===== src/rtl/sme_pkg.sv =====
package sme_pkg;
    localparam int PIX_W = 8;
    localparam int SAD_W = 16;
    localparam int BLK   = 16;
    localparam int RNG   = 8;
    localparam int NPE   = BLK;
    localparam int CW    = $clog2(BLK);
    localparam int NW    = 2 * CW;
    localparam int AW    = $clog2(2 * BLK);
    localparam int NPASS = 2 * (2 * RNG + 1);
    localparam int PW    = $clog2(NPASS);

    typedef enum logic [1:0] {PH_IDLE, PH_RUN, PH_DRAIN} phase_t;

    // travels down the chain alongside each block pixel
    typedef struct packed {
        logic             vld;
        logic             first;
        logic             last;
        logic [AW-1:0]    vy;
        logic             half;
        logic [PIX_W-1:0] pix;
    } tag_t;

    typedef struct packed {
        logic [SAD_W-1:0]     sad;
        logic signed [AW-1:0] dy;
        logic signed [AW-1:0] dx;
        logic                 hit;
    } cand_t;

    function automatic logic [PIX_W-1:0] absdiff(input logic [PIX_W-1:0] a,
                                                 input logic [PIX_W-1:0] b);
        return (a > b) ? a - b : b - a;
    endfunction

    // x is preferred over y: lower sum, then lower dy, then lower dx
    function automatic logic beats(input cand_t x, input cand_t y);
        if (!x.hit) return 1'b0;
        if (!y.hit) return 1'b1;
        if (x.sad != y.sad) return x.sad < y.sad;
        if (x.dy != y.dy) return x.dy < y.dy;
        return x.dx < y.dx;
    endfunction
endpackage


===== src/rtl/sme_ctrl.sv =====
module sme_ctrl import sme_pkg::*; (
    input  logic          clk,
    input  logic          rst,
    input  logic          start,
    output logic          fetch,
    output logic          clr,
    output logic          fin,
    output logic [CW-1:0] col,
    output logic [CW-1:0] row,
    output logic [AW-1:0] a_x,
    output logic [AW-1:0] a_y,
    output logic [AW-1:0] b_x,
    output logic [AW-1:0] b_y,
    output tag_t          head
);
    phase_t        phase;
    logic [NW-1:0] n;
    logic [PW-1:0] pass;
    logic [CW-1:0] dcnt;
    logic [AW-1:0] prev_y, prev_xb, xb, vy;

    assign col   = n[CW-1:0];
    assign row   = n[NW-1:CW];
    assign fetch = (phase == PH_RUN);
    assign clr   = (phase == PH_IDLE) && start;
    assign fin   = (phase == PH_DRAIN) && (dcnt == CW'(NPE - 1));
    assign vy    = AW'(pass[PW-1:1]);
    assign xb    = pass[0] ? AW'(2 * RNG) : '0;
    assign a_x   = xb + AW'(col);
    assign a_y   = vy + AW'(row);
    // previous row's origin, shifted one block width to the right
    assign b_x   = prev_xb + AW'(col) + AW'(BLK);
    assign b_y   = prev_y;

    always_comb begin
        head = '0;
        if (fetch) begin
            head.vld   = 1'b1;
            head.first = (n == '0);
            head.last  = (n == '1);
            head.vy    = vy;
            head.half  = pass[0];
        end
    end

    always_ff @(posedge clk) begin
        if (rst) begin
            phase   <= PH_IDLE;
            n       <= '0;
            pass    <= '0;
            dcnt    <= '0;
            prev_y  <= '0;
            prev_xb <= '0;
        end else begin
            case (phase)
                PH_IDLE: if (start) begin
                    phase <= PH_RUN;
                    n     <= '0;
                    pass  <= '0;
                end
                PH_RUN: begin
                    n <= n + NW'(1);
                    if (col == '1) begin
                        prev_y  <= a_y;
                        prev_xb <= xb;
                    end
                    if (n == '1) begin
                        if (pass == PW'(NPASS - 1)) begin
                            phase <= PH_DRAIN;
                            dcnt  <= '0;
                        end else begin
                            pass <= pass + PW'(1);
                        end
                    end
                end
                PH_DRAIN: begin
                    n    <= n + NW'(1);
                    dcnt <= dcnt + CW'(1);
                    if (fin) phase <= PH_IDLE;
                end
                default: phase <= PH_IDLE;
            endcase
        end
    end


    cur_addr_step_chk: assert property (@(posedge clk) disable iff (rst)
        (fetch && $past(fetch)) |-> ({row, col} == $past({row, col}) + NW'(1)));

    start_busy_chk: assert property (@(posedge clk) disable iff (rst)
        (fetch && start && n != '1) |=> (fetch && n == $past(n) + NW'(1)));

    fin_quiet_chk: assert property (@(posedge clk) disable iff (rst)
        fin |-> !fetch);
endmodule


===== src/rtl/sme_pe.sv =====
module sme_pe import sme_pkg::*; #(
    parameter int IDX = 0
) (
    input  logic             clk,
    input  logic             rst,
    input  logic             clr,
    input  tag_t             tin,
    input  logic [CW-1:0]    col,
    input  logic [PIX_W-1:0] a_pix,
    input  logic [PIX_W-1:0] b_pix,
    output tag_t             tout,
    output cand_t            best
);
    localparam logic [CW-1:0] KID   = CW'(IDX);
    localparam int            DXLO  = IDX - RNG;
    localparam int            DXHI  = IDX + RNG;
    localparam bit            HI_OK = (DXHI <= RNG);

    logic             use_b, live;
    logic [PIX_W-1:0] ref_pix, dif;
    logic [SAD_W-1:0] acc, sum;
    cand_t            cand;

    // elements still holding last row's pixel take the second broadcast
    if (IDX == 0) begin : g_head
        assign use_b = 1'b0;
    end else begin : g_body
        assign use_b = (col < KID);
    end

    always_comb begin
        ref_pix  = use_b ? b_pix : a_pix;
        dif      = absdiff(tin.pix, ref_pix);
        sum      = (tin.first ? '0 : acc) + SAD_W'(dif);
        live     = tin.half ? HI_OK : 1'b1;
        cand.sad = sum;
        cand.dy  = $signed(tin.vy - AW'(RNG));
        cand.dx  = tin.half ? AW'(DXHI) : AW'(DXLO);
        cand.hit = 1'b1;
    end

    always_ff @(posedge clk) begin
        if (rst) begin
            tout <= '0;
            acc  <= '0;
            best <= '0;
        end else begin
            tout <= tin;
            if (tin.vld) acc <= sum;
            if (clr)
                best.hit <= 1'b0;
            else if (tin.vld && tin.last && live && (!best.hit || sum < best.sad))
                best <= cand;
        end
    end


    min_mono_chk: assert property (@(posedge clk) disable iff (rst)
        (best.hit && $past(best.hit) && !$past(clr)) |-> (best.sad <= $past(best.sad)));

    acc_wrap_chk: assert property (@(posedge clk) disable iff (rst)
        (tin.vld && !tin.first) |-> (sum >= acc));
endmodule


===== src/rtl/sme_best.sv =====
module sme_best import sme_pkg::*; (
    input  cand_t cands [NPE],
    output cand_t win
);
    always_comb begin
        win = cands[0];
        for (int i = 1; i < NPE; i++)
            if (beats(cands[i], win)) win = cands[i];
    end
endmodule


===== src/rtl/sme_array.sv =====
module sme_array import sme_pkg::*; (
    input  logic                    clk,
    input  logic                    rst,
    input  logic                    start,
    output logic                    fetch,
    output logic [CW-1:0]           cur_x,
    output logic [CW-1:0]           cur_y,
    input  logic [PIX_W-1:0]        cur_pix,
    output logic [AW-1:0]           sa_a_x,
    output logic [AW-1:0]           sa_a_y,
    output logic [AW-1:0]           sa_b_x,
    output logic [AW-1:0]           sa_b_y,
    input  logic [PIX_W-1:0]        sa_a_pix,
    input  logic [PIX_W-1:0]        sa_b_pix,
    output logic                    done,
    output logic signed [AW-1:0]    best_dx,
    output logic signed [AW-1:0]    best_dy,
    output logic [SAD_W-1:0]        best_sad
);
    logic    clr, fin;
    logic [CW-1:0] col;
    tag_t    head, tail;
    tag_t    link [NPE];
    cand_t   cands [NPE];
    cand_t   win;

    sme_ctrl u_ctrl (
        .clk(clk), .rst(rst), .start(start), .fetch(fetch), .clr(clr), .fin(fin),
        .col(col), .row(cur_y), .a_x(sa_a_x), .a_y(sa_a_y), .b_x(sa_b_x), .b_y(sa_b_y),
        .head(head)
    );
    assign cur_x = col;

    always_comb begin
        link[0]     = head;
        link[0].pix = fetch ? cur_pix : '0;
    end

    for (genvar k = 0; k < NPE; k++) begin : g_pe
        tag_t nxt;
        sme_pe #(.IDX(k)) u_pe (
            .clk(clk), .rst(rst), .clr(clr), .tin(link[k]), .col(col),
            .a_pix(sa_a_pix), .b_pix(sa_b_pix), .tout(nxt), .best(cands[k])
        );
        if (k < NPE - 1) begin : g_link
            assign link[k+1] = nxt;
        end else begin : g_tail
            assign tail = nxt;
        end
    end

    sme_best u_best (.cands(cands), .win(win));

    always_ff @(posedge clk) begin
        if (rst) begin
            done     <= 1'b0;
            best_dx  <= '0;
            best_dy  <= '0;
            best_sad <= '0;
        end else begin
            done <= fin;
            if (fin) begin
                best_dx  <= win.dx;
                best_dy  <= win.dy;
                best_sad <= win.sad;
            end
        end
    end


    done_pulse_chk: assert property (@(posedge clk) disable iff (rst)
        done |=> !done);

    drain_empty_chk: assert property (@(posedge clk) disable iff (rst)
        done |-> (tail == '0));

    win_found_chk: assert property (@(posedge clk) disable iff (rst)
        fin |-> win.hit);

    vec_range_chk: assert property (@(posedge clk) disable iff (rst)
        done |-> (int'(best_dx) >= -RNG && int'(best_dx) <= RNG &&
                  int'(best_dy) >= -RNG && int'(best_dy) <= RNG));

    hold_chk: assert property (@(posedge clk) disable iff (rst)
        !$past(fin) |-> $stable(best_sad));
endmodule


===== config.mk =====
export PLATFORM = sky130hd
export DESIGN_NAME = sme_array
export DESIGN_NICKNAME = d
export VERILOG_FILES = /design/src/rtl/sme_pkg.sv /design/src/rtl/sme_ctrl.sv /design/src/rtl/sme_pe.sv /design/src/rtl/sme_best.sv /design/src/rtl/sme_array.sv
export SDC_FILE = /design/constraint.sdc
export NUM_CORES = 2
export LEC_CHECK = 0
export BUFFER_PORTS_ARGS = -buffer_cell sky130_fd_sc_hd__clkbuf_2
export CAP_MARGIN = 20
export CORE_MARGIN = 2
export CORE_UTILIZATION = 67
export CTS_BUF_LIST = sky130_fd_sc_hd__clkbuf_4
export DETAILED_ROUTE_END_ITERATION = 7
export GPL_TIMING_DRIVEN = 0
export PLACE_DENSITY_LB_ADDON = 0.05
export SLEW_MARGIN = 40
export SYNTH_ARGS = -nofsm -noshare
export SYNTH_HDL_FRONTEND = slang
export SYNTH_SLANG_ARGS = --single-unit

===== constraint.sdc =====
create_clock -name clk -period 51.8 [get_ports clk]
set_input_delay 2.59 -clock clk [delete_from_list [all_inputs] [get_ports clk]]
set_output_delay 2.59 -clock clk [all_outputs]
set_load 0.02 [all_outputs]

==> impl_metrics.py <==
metrics = {
    "outcome": {
        "status": "finished clean",
    },
    "die": {
        "fp.dieArea_um2": 108000,
        "core-area_um2": 105000,
        "die_height_um": 329,
        "die_w_um": 329,
        "rows": 119,
        "pin_count": 83,
        "initial_core_util": 0.674,
    },
    "synthesis": {
        "synth.most_common_cell": "nor2_1",
        "yosys.area.top_type": "dfxtp_1",
        "yosysUniqueCellTypes": 110,
        "yosysWarnings": 0,
        "netlist_top_cells_count": "nor2_1 (1128), inv_1 (981), ha_1 (973), dfxtp_1 (947), mux2i_1 (640)",
        "synth-edff-count": 0,
        "yosysSeqAreaShare": 0.268,
        "synth-async-reset-ratio": 0,
        "synth_top_area_frac": 0.268,
        "avgSynthCellArea_um2": 8.11,
        "ys_seq_elements": 947,
        "syn_nets": 9778,
        "syn_inst": 8728,
        "synth.cell_area_um2": 70800,
        "synth.area.top_cells": "dfxtp_1 (27%), ha_1 (17%), mux2i_1 (9.1%), nor2_1 (6.0%), inv_1 (5.2%)",
        "ys.flop_type": "dfxtp_1",
    },
    "power": {
        "p_int_mw": 1.22,
        "p_total_mw": 1.77,
        "power.leakage_nw": 35.1,
        "p_sw_frac": 0.311,
        "power_frac_clock": 0.400,
        "peakVddDrop_mv": 0.0202,
        "p_seq_frac": 0.416,
        "power_density_nw_per_um2": 23.1,
        "p_comb_frac": 0.184,
        "p_switching_uw": 551,
    },
    "global_routing": {
        "grt_pass1_vias": 60900,
        "grt_pass1_wl_mm": 330,
        "grt_max_degree": 17,
        "grt_antenna_before_repair": 20,
        "grt_usage": 0.388,
        "grt_overflow": 0,
    },
    "min_path": {
        "min_path_cells": 2,
        "hp-class": "reg2reg",
        "holdPathEnd": "g_pe[6].u_pe.tout[3]$_SDFF_PP0_",
        "worstHoldStart": "g_pe[5].u_pe.tout[3]$_SDFF_PP0_",
    },
    "timing": {
        "rsz0062_at_grt": "false",
        "finalMaxSlewViolations": 0,
        "hold_viol": 0,
        "skew_ns": 0.0995,
        "tightest_slew_ns": 0.960,
        "hold_ws_ns": 0.434,
        "max_clock_freq_mhz": 20.3,
        "slew-limit-headroom": 0.354,
        "tns_ns": 0,
        "final.min_clock_period_ns": 49.26,
        "fin_crit_sh": 0.951,
        "fin_ws_ns": 2.54,
        "setup_viol": 0,
    },
    "cts": {
        "cts_buffers": 289,
        "h-tree-depth": 5,
        "insertion_delay_ns": 1.27,
        "clkSinkCount": 947,
        "hold_buffers": 0,
        "cts-root-buf": "clkbuf_4",
        "cts_max_path_buffers": 4,
        "path_clk_slew_ns": 0.07,
        "cts_tree": "yes",
    },
    "detailed_routing": {
        "top_layer": "met5",
        "drt-met1-wl_mm": 89.4,
        "ant_nets": 0,
        "wl_met3_mm": 16.9,
        "via_count": 63100,
        "drcViolationCount": 0,
        "first_iter_violations": 4568,
        "avgRoutedWirePerCell_um": 20.1,
        "dr_wl_met2_mm": 95.3,
        "routed_via_density": 5.90,
        "wirelength_mm": 215,
        "dr.pass1.iters": 8,
    },
    "finish": {
        "final_util": 0.732,
        "nFillCells": 8492,
        "area_delta_synth_final_pct": 8.53,
        "layout.nets": 10200,
        "drive_above_1_share": 0.0791,
    },
    "placed_design": {
        "dp_hpwl_mm": 169,
        "pre_cts_ws_ns": -2.28,
        "gp_routability_congestion": 0.996,
        "numPortBuffers": 79,
    },
    "worst_setup_path": {
        "worst-setup-path-type": "reg2reg",
        "path_max_fanout": 15,
        "startpoint_type": "register",
        "r2r_start": "g_pe[0].u_pe.best[24]$_SDFFE_PP0P_",
        "reg2regPathDepth": 235,
        "worstPathArrival_ns": 50.39,
        "setup.worst_path.end_class": "register",
        "worstReg2RegEnd": "best_sad[3]$_SDFFE_PP0P_",
        "cp_slowest_stage_delay_ns": 0.62,
        "r2r_slack_ns": 2.54,
        "cp_common_cell": "clkbuf_2",
        "cp.required_ns": 52.93,
        "slowest_stage": "or4_1",
    },
    "flow_run": {
        "cap_viol_max_count": 0,
    },
}
cell usage in the layout, fill, tap and decap left out, drive strengths merged, types with 50 or more instances in the layout:
master	instances
a211oi	99
a21o	140
a21oi	550
buf	73
clkbuf	756
clkinv	70
dfxtp	947
fa	50
ha	973
inv	986
mux2	69
mux2i	642
nand2	429
nand2b	193
nand3	91
nand4	104
nor2	1129
nor2b	481
o21ai	518
xnor2	203
xor2	137
power by group through the flow:
stage	clock network [mW]	registers (mW)	logic, mW
final	0.709	0.738	0.326
after global routing	0.754	0.738	0.358
after CTS	0.717	0.738	0.319
after detailed placement	0	0.754	0.317
after global placement	0	0.754	0.304
after floorplan	0	0.753	0.221
worst max path at each step:
| stage | from | endpoint | slack [ns] | cells after the start |
|---|---|---|---|---|
| after detailed placement | g_pe[0].u_pe.best[24]$_SDFFE_PP0P_ | best_dy[2]$_SDFFE_PP0P_ | -2.28 | 238 |
| after global routing | g_pe[0].u_pe.best[24]$_SDFFE_PP0P_ | best_sad[7]$_SDFFE_PP0P_ | 0.08 | 238 |
| final | g_pe[0].u_pe.best[24]$_SDFFE_PP0P_ | best_sad[3]$_SDFFE_PP0P_ | 2.54 | 235 |
| after global placement | g_pe[0].u_pe.best[24]$_SDFFE_PP0P_ | best_sad[6]$_SDFFE_PP0P_ | -2.21 | 237 |
| after CTS | g_pe[0].u_pe.best[24]$_SDFFE_PP0P_ | best_dy[2]$_SDFFE_PP0P_ | 0.27 | 234 |
| after floorplan | g_pe[0].u_pe.best[24]$_SDFFE_PP0P_ | best_dx[4]$_SDFFE_PP0P_ | 10.92 | 240 |
cell type report:
| class | instances | area [um^2] | area share |
|---|---|---|---|
| Tap cell | 1391 | 1740 | 0.0227 |
| Clock inverter | 79 | 448 | 0.00583 |
| Antenna cell | 15 | 37.5 | 0.000489 |
| Multi-Input combinational cell | 6442 | 46900 | 0.611 |
| Inverter | 983 | 3690 | 0.0480 |
| Clock buffer | 384 | 2880 | 0.0375 |
| Buffer | 354 | 1500 | 0.0195 |
| Timing Repair Buffer | 91 | 601 | 0.00782 |
| Sequential cell | 947 | 19000 | 0.247 |
sequential cells by signal (all words and copies together), names as in the netlist:
name,count
u_ctrl.phase,2
u_ctrl.pass,6
u_ctrl.b_y,5
best_dy,5
u_ctrl.n,8
best_sad,16
done,1
g_pe.u_pe.best,383
g_pe.u_pe.tout,255
u_ctrl.prev_xb,1
best_dx,5
u_ctrl.dcnt,4
g_pe.u_pe.acc,256
what timing repair did:
action	4_1_cts	5_1_grt
pin swaps	0	3
endpoints found under the setup margin	26	26
buffers inserted	0	3
gates resized for setup	32	104
hold endpoints to repair	0	0
gates cloned	0	0
cells by family (layout without fill, tap and decap cells):
| logic type | Yosys count | after routing | share of synthesized area |
|---|---|---|---|
| buffers and inverters | 1339 | 1891 | 0.0723 |
| flip-flops | 947 | 947 | 0.268 |
| other | 0 | 15 | 0 |
| XOR/XNOR | 340 | 340 | 0.0421 |
| AO/OA/AOI/OAI | 1665 | 1665 | 0.145 |
| AND/OR/NAND/NOR | 2702 | 2702 | 0.184 |
| multiplexers | 711 | 711 | 0.102 |
| adder cells (fa/ha/maj) | 1024 | 1024 | 0.186 |
worst max-delay path, delay by kind of cell (launching register included):
family          cells  cell delay (ns)
mux                 4             1.13
flops               1             0.33
buf+inv            45             9.61
fa+ha+maj          15             4.45
simple gates       85            15.74
compound gates     86            17.66
through the flow:
| stage | instance area, um^2 | cells |
|---|---|---|
| after global routing | 76800 | 10700 |
| after CTS | 76500 | 10700 |
| after floorplan | 70800 | 8728 |
| after detailed placement | 73100 | 10200 |
| final | 76800 | 10700 |
| after global placement | 72900 | 10200 |
metal layers:
metal / GRT usage / vias up
li1: - / 30400
met1: 0.488 / 29700
met2: 0.621 / 2267
met3: 0.0750 / 677
met4: 0.225 / 26
met5: 0 / -
No activity file was read; power rests on OpenSTA's default activity.
